===== config.mk =====
export PLATFORM = sky130hd
export DESIGN_NAME = updn_cascade_counter
export DESIGN_NICKNAME = d
export VERILOG_FILES = /design/src/rtl/updn_cascade_counter.sv
export SDC_FILE = /design/constraint.sdc
export NUM_CORES = 1
export LEC_CHECK = 0
export CAP_MARGIN = 20
export CORE_MARGIN = 2
export CORE_UTILIZATION = 40
export DETAILED_ROUTE_END_ITERATION = 16
export GPL_TIMING_DRIVEN = 0
export PLACE_DENSITY = 0.69
export SYNTH_ARGS = -nofsm -noshare
export SYNTH_HDL_FRONTEND = slang
export SYNTH_SLANG_ARGS = --single-unit
export TNS_END_PERCENT = 1

===== constraint.sdc =====
create_clock -name clk -period 5.1 [get_ports clk]
set_input_delay 1.53 -clock clk [delete_from_list [all_inputs] [get_ports clk]]
set_output_delay 1.53 -clock clk [all_outputs]
set_load 0.02 [all_outputs]

===== src/rtl/updn_cascade_counter.sv =====
module updn_cascade_counter #(
  parameter int WIDTH       = 4,
  parameter int SYNC_STAGES = 2
) (
  input  logic             clk,
  input  logic             rst_n,
  input  logic             cnt_up,
  input  logic             cnt_dn,
  input  logic             load_n,
  input  logic             clear,
  input  logic [WIDTH-1:0] din,
  output logic [WIDTH-1:0] q,
  output logic             carry_n,
  output logic             borrow_n
);

  localparam logic [WIDTH-1:0] CNT_MAX = '1;

  logic [SYNC_STAGES-1:0] up_sh, dn_sh;
  logic up_prev, dn_prev;
  logic up_s, dn_s, up_rise, dn_rise, step_up, step_dn;

  always_ff @(posedge clk or negedge rst_n) begin
    if (!rst_n) begin
      up_sh   <= '1;
      dn_sh   <= '1;
      up_prev <= 1'b1;
      dn_prev <= 1'b1;
    end else begin
      up_sh   <= {up_sh[SYNC_STAGES-2:0], cnt_up};
      dn_sh   <= {dn_sh[SYNC_STAGES-2:0], cnt_dn};
      up_prev <= up_s;
      dn_prev <= dn_s;
    end
  end

  assign up_s    = up_sh[SYNC_STAGES-1];
  assign dn_s    = dn_sh[SYNC_STAGES-1];
  assign up_rise = up_s & ~up_prev;
  assign dn_rise = dn_s & ~dn_prev;
  assign step_up = up_rise & dn_s & ~dn_rise;
  assign step_dn = dn_rise & up_s & ~up_rise;

  always_ff @(posedge clk or negedge rst_n) begin
    if (!rst_n)       q <= '0;
    else if (clear)   q <= '0;
    else if (!load_n) q <= din;
    else if (step_up) q <= q + 1'b1;
    else if (step_dn) q <= q - 1'b1;
  end

  assign carry_n  = ~((q == CNT_MAX) & ~up_s);
  assign borrow_n = ~((q == '0) & ~dn_s);

  p_clear_zero_r6: assert property (@(posedge clk) disable iff (!rst_n)
    clear |=> (q == '0));
  p_load_din_r5: assert property (@(posedge clk) disable iff (!rst_n)
    (!clear && !load_n) |=> (q == $past(din)));
  p_up_step_r2: assert property (@(posedge clk) disable iff (!rst_n)
    (!clear && load_n && up_rise && dn_s && !dn_rise) |=> (q == WIDTH'($past(q) + 1)));
  p_dn_step_r3: assert property (@(posedge clk) disable iff (!rst_n)
    (!clear && load_n && dn_rise && up_s && !up_rise) |=> (q == WIDTH'($past(q) - 1)));
  p_hold_both_r4: assert property (@(posedge clk) disable iff (!rst_n)
    (!clear && load_n && up_rise && dn_rise) |=> $stable(q));
  p_hold_blocked_r4: assert property (@(posedge clk) disable iff (!rst_n)
    (!clear && load_n && up_rise && !dn_s) |=> $stable(q));
  p_carry_max_r7: assert property (@(posedge clk) disable iff (!rst_n)
    !carry_n |-> (q == CNT_MAX));
  p_borrow_zero_r8: assert property (@(posedge clk) disable iff (!rst_n)
    !borrow_n |-> (q == '0));

endmodule


==> impl_results.md, run 1 <==
* Outcome: finished, final reports clean
* Multiplexer share of the synthesized area at around 1.8%
* I/O pin total at 16
* Net count after synthesis at 60
* Highest ir drop seen on vdd at 0.000215 V
* Worst-case register-to-register setup slack at approximately 2.8 ns
* Length of the first detailed-routing pass in iterations at 4
* Area added between synthesis and finish at 35.6%
* Worst-case reg-to-reg path depth at 6
* Crit-path cells: nand2_1, nor2_1, nand3_1, clkdlybuf4s50_1
* Row count at 13
* Count of vias placed by the detailed router at 416
* R2R Path Start: dn_prev
* Placeable core region at ~0.0013 sq mm
* Leftover overflow at the end of global routing at 0
* Maximum number of pins on one net before global-route repair at 11
* Iteration-0 DRC Markers at 6
* Avg Inst Size Synth at 11.7 sq um
* Hold buffer count at cts at 0
* Cell with the most instances after synthesis: sky130_fd_sc_hd__dfstp_2
* Adder-cell share of the synthesized area at 8.22%
* Area share of the largest cell type after synthesis at between 20 and 30%
* Antenna cell count at 0
* Worst slew pin tran at approximately 0.49 ns
* Worst path max stage delay at between 0.5 and 0.6 ns
* Vertical die dimension at around 40 microns
* # nets final at just under 80
* Reg-to-Reg End: q[3]
* Worst Path Class, Setup: reg -> out
* Arr. time, crit path at 1.56 ns
* Combinational family with the most area after synthesis: compound AO/OA/AOI/OAI gates
* Post-synthesis share of cell area spent on xor and xnor gates at approximately 6.2%
* Cell count along the critical path at 4
* Buffers inserted by post-CTS timing repair at 0
* Kind of end point of the critical path: output pin
* # DRC at 0
* Average wire length per cell after detail routing at ~12 microns
* Final number of setup-violating endpoints at 0
* Commonest cells in the netlist: 6 x sky130_fd_sc_hd__dfstp_2, 4 x sky130_fd_sc_hd__dfrtp_1, 4 x sky130_fd_sc_hd__nor2_1
* Met3 Wirelength at between 40 and 50 microns
* Cells taking the most area after synthesis: sky130_fd_sc_hd__dfstp_2 29%, sky130_fd_sc_hd__dfrtp_1 18%, sky130_fd_sc_hd__ha_1 4.6%
* Pwr per Cell Area at 274 mW/mm^2
* Min setup slack post-route at 2.01 ns
* Root Buffer Master: sky130_fd_sc_hd__clkbuf_4
* First-pass GRT wire length at around 1600 microns
* Pre-CTS setup slack at 2.28 ns
* Synthesized instance count at 47
* Classification of the worst-slack hold path: reg -> reg
* Crit path launch: q[0]
* Total wire length after detailed routing at ~960 microns
* Cell with the biggest individual delay on the critical path: sky130_fd_sc_hd__clkdlybuf4s50_1
* Die area at about 0.0017 sq mm
* Register area share after synthesis at a little under half
* EDFF count, synth at 0
* Met1 wire length at 478 microns
* Max Used Layer: met3
* Sum of met2 wire segment lengths after detailed routing at roughly 440 microns
* Number of cells upsized or downsized after cts at 0
* RSZ-0062 raised after global routing: false
* Number of clock sinks seen by CTS at 10
* Count of max-cap constraint violations at 0
* PortBufs at 14
* Final Hold Violating Endpoints at 0
* Half-perimeter wire length after detailed placement at about 730 microns
* Crit start category: flop
* DR vias/cell at 5.20
* Leakage Power at 0.304 nW
* Longest Clk Path Bufs at 2
* Antenna violations before repair at 0
* Period minus WS final at a little over 3 ns
* Largest fanout on the critical path at 6
* Skew final at roughly 0.0056 ns
* Post-synth design cell area at roughly 550 sq um
* Share of the synthesized area in compound gates (AO/OA/AOI/OAI) at 17.8%
* Clock transition at the registers of the reported paths at 0.06 ns
* Level count of the clock H-tree at 1
* Initial Utilization at a little over two fifths
* CTS tree: done
* Count of synthesis-stage warnings from yosys at 0
* Fmax achieved at 324 MHz
* Top FF cell, synth: sky130_fd_sc_hd__dfstp_2
* Number of distinct standard cells referenced by the synthesized netlist at 27
* Count of pins over their slew limit at 0
* Final TNS setup at 0 ns
* Headroom to the max-slew limit at between 60% and 70%
* Post-Synth Simple-Gate Area at 16.9%
* Share of the clock period used by the worst path after layout at between 60 and 70%
* Vias in the first global route at around 380
* Required time at the endpoint of the critical path at 3.57 ns
* Fraction of final layout cells with drive strength greater than 1 at 24.6%
* Clock latency at the later pin of the worst-skew pair at between 0.2 and 0.3 ns
* TritonCTS Buffers at 3
* Chip Width at a little over 40 microns
* Gate family responsible for the most delay along the worst path: buffers and inverters
* Worst path bufs/invs at 1
* Crit path to: carry_n
* GRT Overall Usage at between 15 and 20%
* Final weighted congestion in routability-driven placement at about 0.68
* Async set-or-reset flop fraction in the synthesized netlist at between 90% and 100%
* Number of synthesized register bits at 10
* Post-synthesis cell type with the largest combined area: sky130_fd_sc_hd__dfstp_2
* Residual antenna-violating net count after detailed routing at 0
[logic make-up (layout without fill, tap and decap cells)]
kind of cell	count (synthesis)	count (layout)
and+or+nand+nor	17	17
AOI/OAI and AO/OA	12	12
DFF	10	10
adders and majority gates	3	3
xor gates and xnor gates	3	3
muxes	1	1
buffers and inverters	1	19
[where the power goes]
part / switching (mW) / leakage, nW / internal (mW)
clock network: 0.0254 / 0.0210 / 0.0433
logic: 0.0192 / 0.168 / 0.0229
registers: 0.00659 / 0.115 / 0.0862
total: 0.0513 / 0.304 / 0.152
[cell type report]
cell class	instances	area [sq um]
Clock buffer	4	36.3
Multi-Input combinational cell	36	279
Buffer	1	11.3
Fill cell	114	542
Tap cell	15	18.8
Sequential cell	10	258
Timing Repair Buffer	14	140
[routing by layer]
metal / global-route usage [%] / vias up
li1: - / 207
met1: 22.0 / 197
met2: 20.7 / 12
met3: 6.52 / 0
met4: 5.00 / 0
met5: 0 / -
[sequential cells by signal (all words and copies together) (netlist names)]
register,cells
up_prev,1
q,4
up_sh,2
dn_prev,1
dn_sh,2
[worst min-delay path by stage]
stage / from / end / slack [ns] / cells past startpoint
6_report: dn_sh[0] / dn_sh[1] / 0.35 / 0
3_3_place_gp: up_sh[0] / up_sh[1] / 0.35 / 0
2_1_floorplan: dn_sh[0] / dn_sh[1] / 0.35 / 0
3_5_place_dp: dn_sh[0] / dn_sh[1] / 0.35 / 0
4_1_cts: dn_sh[0] / dn_sh[1] / 0.35 / 0
5_1_grt: dn_sh[0] / dn_sh[1] / 0.35 / 0
[through the flow]
stage	power, mW	cell area (sq um)	util (%)	hold WS, ns	cells
after floorplan	0.117	548	-	0.345	47
after global placement	0.136	707	55.0	0.346	76
after detailed placement	0.136	707	55.0	0.347	76
after CTS	0.207	743	57.8	0.349	80
after global routing	0.216	743	57.8	0.351	80
final	0.204	743	57.8	0.348	80
[cells in the final DEF, fill, tap and decap left out]
cell                              Yosys  layout
sky130_fd_sc_hd__or4b_1               1       1
sky130_fd_sc_hd__a21o_1               2       2
sky130_fd_sc_hd__o21bai_1             1       1
sky130_fd_sc_hd__o311a_1              1       1
sky130_fd_sc_hd__nand2b_1             2       2
sky130_fd_sc_hd__dfstp_2              6       6
sky130_fd_sc_hd__xor2_2               1       1
sky130_fd_sc_hd__clkbuf_4             0       3
sky130_fd_sc_hd__nand4b_1             1       1
sky130_fd_sc_hd__a211oi_1             2       2
sky130_fd_sc_hd__o211ai_1             1       1
sky130_fd_sc_hd__mux2i_1              1       1
sky130_fd_sc_hd__ha_1                 2       2
sky130_fd_sc_hd__nor3_1               1       1
sky130_fd_sc_hd__buf_6                1       1
sky130_fd_sc_hd__xor2_1               2       2
sky130_fd_sc_hd__a21o_2               1       1
sky130_fd_sc_hd__nand3_1              2       2
sky130_fd_sc_hd__fa_1                 1       1
sky130_fd_sc_hd__nand2_2              1       1
sky130_fd_sc_hd__a2111oi_0            1       1
sky130_fd_sc_hd__clkdlybuf4s50_1      0      14
sky130_fd_sc_hd__and2_2               1       1
sky130_fd_sc_hd__nand2_1              3       3
sky130_fd_sc_hd__a2111oi_2            1       1
sky130_fd_sc_hd__nor2_1               4       4
sky130_fd_sc_hd__nor2b_1              1       1
sky130_fd_sc_hd__a21oi_1              2       2
sky130_fd_sc_hd__clkbuf_8             0       1
sky130_fd_sc_hd__dfrtp_1              4       4
No activity file was read; power rests on OpenSTA's default activity.
==> run 2, diff against run 1 <==
Settings changed: PLACE_DENSITY 0.69 to 0.72.
Clock period 5.1 ns to 2.8 ns, I/O delays scaled along.
==> run 2 against run 1 <==
Register-to-register slack worse by 2.3 ns. Setup slack lost 1.6 ns. Clock power grew 85%. Wire length increased by 7.2%. Die area stayed put. Power is 83% higher. Clock skew shrank 0.0055 ns. Largest cell class unchanged. Cell count unchanged. Via count is 0.96% lower. Critical path depth shrank 1. Flip-flop and latch count is the same. Combinational power is 86% higher.
==> impl_results.md, run 2 (synthesis gave the netlist of run 1 again) <==
* Min setup slack post-route at about 0.39 ns
* Count of vias placed by the detailed router at ~410
* # nets final at 79
* Number of flip-flops under the largest register name at 4
* GRT Overall Usage at between 10% and 20%
* Average wire length per cell after detail routing at roughly 13 microns
* Largest regs: q (4), dn_sh (2), up_sh (2)
* Half-perimeter wire length after detailed placement at between 700 and 800 microns
* Pwr per Cell Area at approximately 500 mW/mm^2
* Maximum number of pins on one net before global-route repair at 11
* Filler-free cell count of the finished design at 80
* Iteration-0 DRC Markers at 4
* Initial Utilization at a little over two fifths
* # DRC at 0
* Outcome: finished, final reports clean
* Kind of end point of the critical path: output pin
* Antenna cell count at 0
* Die area at 0.00168 sq mm
* Count of pins over their slew limit at 0
* Share of the clock period used by the worst path after layout at 86.1%
* Worst slew pin tran at approximately 0.49 ns
* Clock latency at the later pin of the worst-skew pair at between 0.2 and 0.3 ns
* Reg area at ~260 sq um
* Area added between synthesis and finish at 35.6%
* Combined area of the multi-input logic cells at between 200 and 300 sq um
* Worst Path Class, Setup: reg -> out
* Leakage Power at 0.304 nW
* Longest Clk Path Bufs at 2
* Most frequent cells in the layout: 14 x sky130_fd_sc_hd__clkdlybuf4s50_1, 6 x sky130_fd_sc_hd__dfstp_2, 4 x sky130_fd_sc_hd__nor2_1, 4 x sky130_fd_sc_hd__dfrtp_1
* Pre-CTS setup slack at roughly 0.47 ns
* TritonCTS Buffers at 3
* Headroom to the max-slew limit at between 60% and 70%
* Number of clock sinks seen by CTS at 10
* Vias in the first global route at 329
* Period minus WS final at around 2.4 ns
* Final number of setup-violating endpoints at 0
* Fin Hold WS at 0.356 ns
* First-pass GRT wire length at ~1500 microns
* Arr. time, crit path at 1.57 ns
* Fmax achieved at around 410 MHz
* Instance area after placement at 707 sq um
* Total instance count after detailed placement at 76
* Classification of the worst-slack hold path: reg -> reg
* Largest register by flop count: q
* Number of cells upsized or downsized after cts at 0
* Worst-case register-to-register setup slack at about 0.47 ns
* Largest fanout on the critical path at 6
* Total wire length after detailed routing at 1030 microns
* Root Buffer Master: sky130_fd_sc_hd__clkbuf_4
* Row count at 13
* Final Hold Violating Endpoints at 0
* Clock transition at the registers of the reported paths at around 0.06 ns
* Vertical die dimension at 41.0 microns
* RSZ-0062 raised after global routing: false
* R2R Path Start: dn_prev
* Commonest non-fill, non-tap cell in the layout: sky130_fd_sc_hd__clkdlybuf4s50_1
* Length of the first detailed-routing pass in iterations at 4
* Worst-case reg-to-reg path depth at 6
* Utilization after layout at ~58%
* Reg-to-Reg End: q[3]
* Crit start category: flop
* Level count of the clock H-tree at 1
* Crit path to: borrow_n
* Overall power at ~0.37 mW
* Skew final at roughly 0.00017 ns
* Highest ir drop seen on vdd at roughly 0.00030 V
* Antenna violations before repair at 0
* Fraction of final layout cells with drive strength greater than 1 at between 20 and 25%
* Final weighted congestion in routability-driven placement at 0.680
* Final TNS setup at 0 ns
* Fill cell instance count of the final layout at around 120
* Required time at the endpoint of the critical path at slightly below 2 ns
* Total non-filler cell area in the finished layout at 743 sq um
* Crit path launch: q[0]
* I/O pin total at 16
* Leftover overflow at the end of global routing at 0
* Count of max-cap constraint violations at 0
* DR vias/cell at between 5 and 6
* Placeable core region at 0.00128 sq mm
* PortBufs at 14
* Buffers inserted by post-CTS timing repair at 0
* CTS tree: done
* Residual antenna-violating net count after detailed routing at 0
* Chip Width at ~41 microns
* Hold buffer count at cts at 0
[run 2: cell counts in the layout (fill, tap and decap cells not counted)]
No cell type changed its count.
[run 2: final cells by class]
| cell class | count | area share, % |
|---|---|---|
| multi-input cells | 36 | 37.5 |
| flip-flops and latches | 10 | 34.7 |
| repair buffers | 14 | 18.9 |
| clock buffers | 4 | 4.88 |
| well taps | 15 | 2.53 |
| plain buffers | 1 | 1.52 |
[run 2: worst min-delay path by stage]
stage | start | end | cells past startpoint
detailed placement | up_sh[0] | up_sh[1] | 0
floorplan | dn_sh[0] | dn_sh[1] | 0
finish | dn_sh[0] | dn_sh[1] | 0
global placement | up_sh[0] | up_sh[1] | 0
global route | dn_sh[0] | dn_sh[1] | 0
CTS | up_sh[0] | up_sh[1] | 0
[run 2: worst max-delay path, stage by stage, from the launching register on]
cell                              delay (ns)
sky130_fd_sc_hd__dfrtp_1                0.47
sky130_fd_sc_hd__nor3_1                 0.24
sky130_fd_sc_hd__nand2_1                0.08
sky130_fd_sc_hd__clkdlybuf4s50_1        0.53
[run 2: where the power goes]
part | switching, mW | internal [mW] | total [mW]
clock network | 0.0480 | 0.0789 | 0.127
registers | 0.0110 | 0.157 | 0.168
logic | 0.0369 | 0.0416 | 0.0785
total | 0.0960 | 0.277 | 0.373
[run 2: routing by layer]
layer  part of all wire (%)  vias to the layer above  track usage [%]
met5                      0                        -                0
met4                      0                        0             12.5
met3                    2.6                        0             3.26
met2                     48                        9             18.8
met1                     49                      194             21.2
li1                       -                      209                -
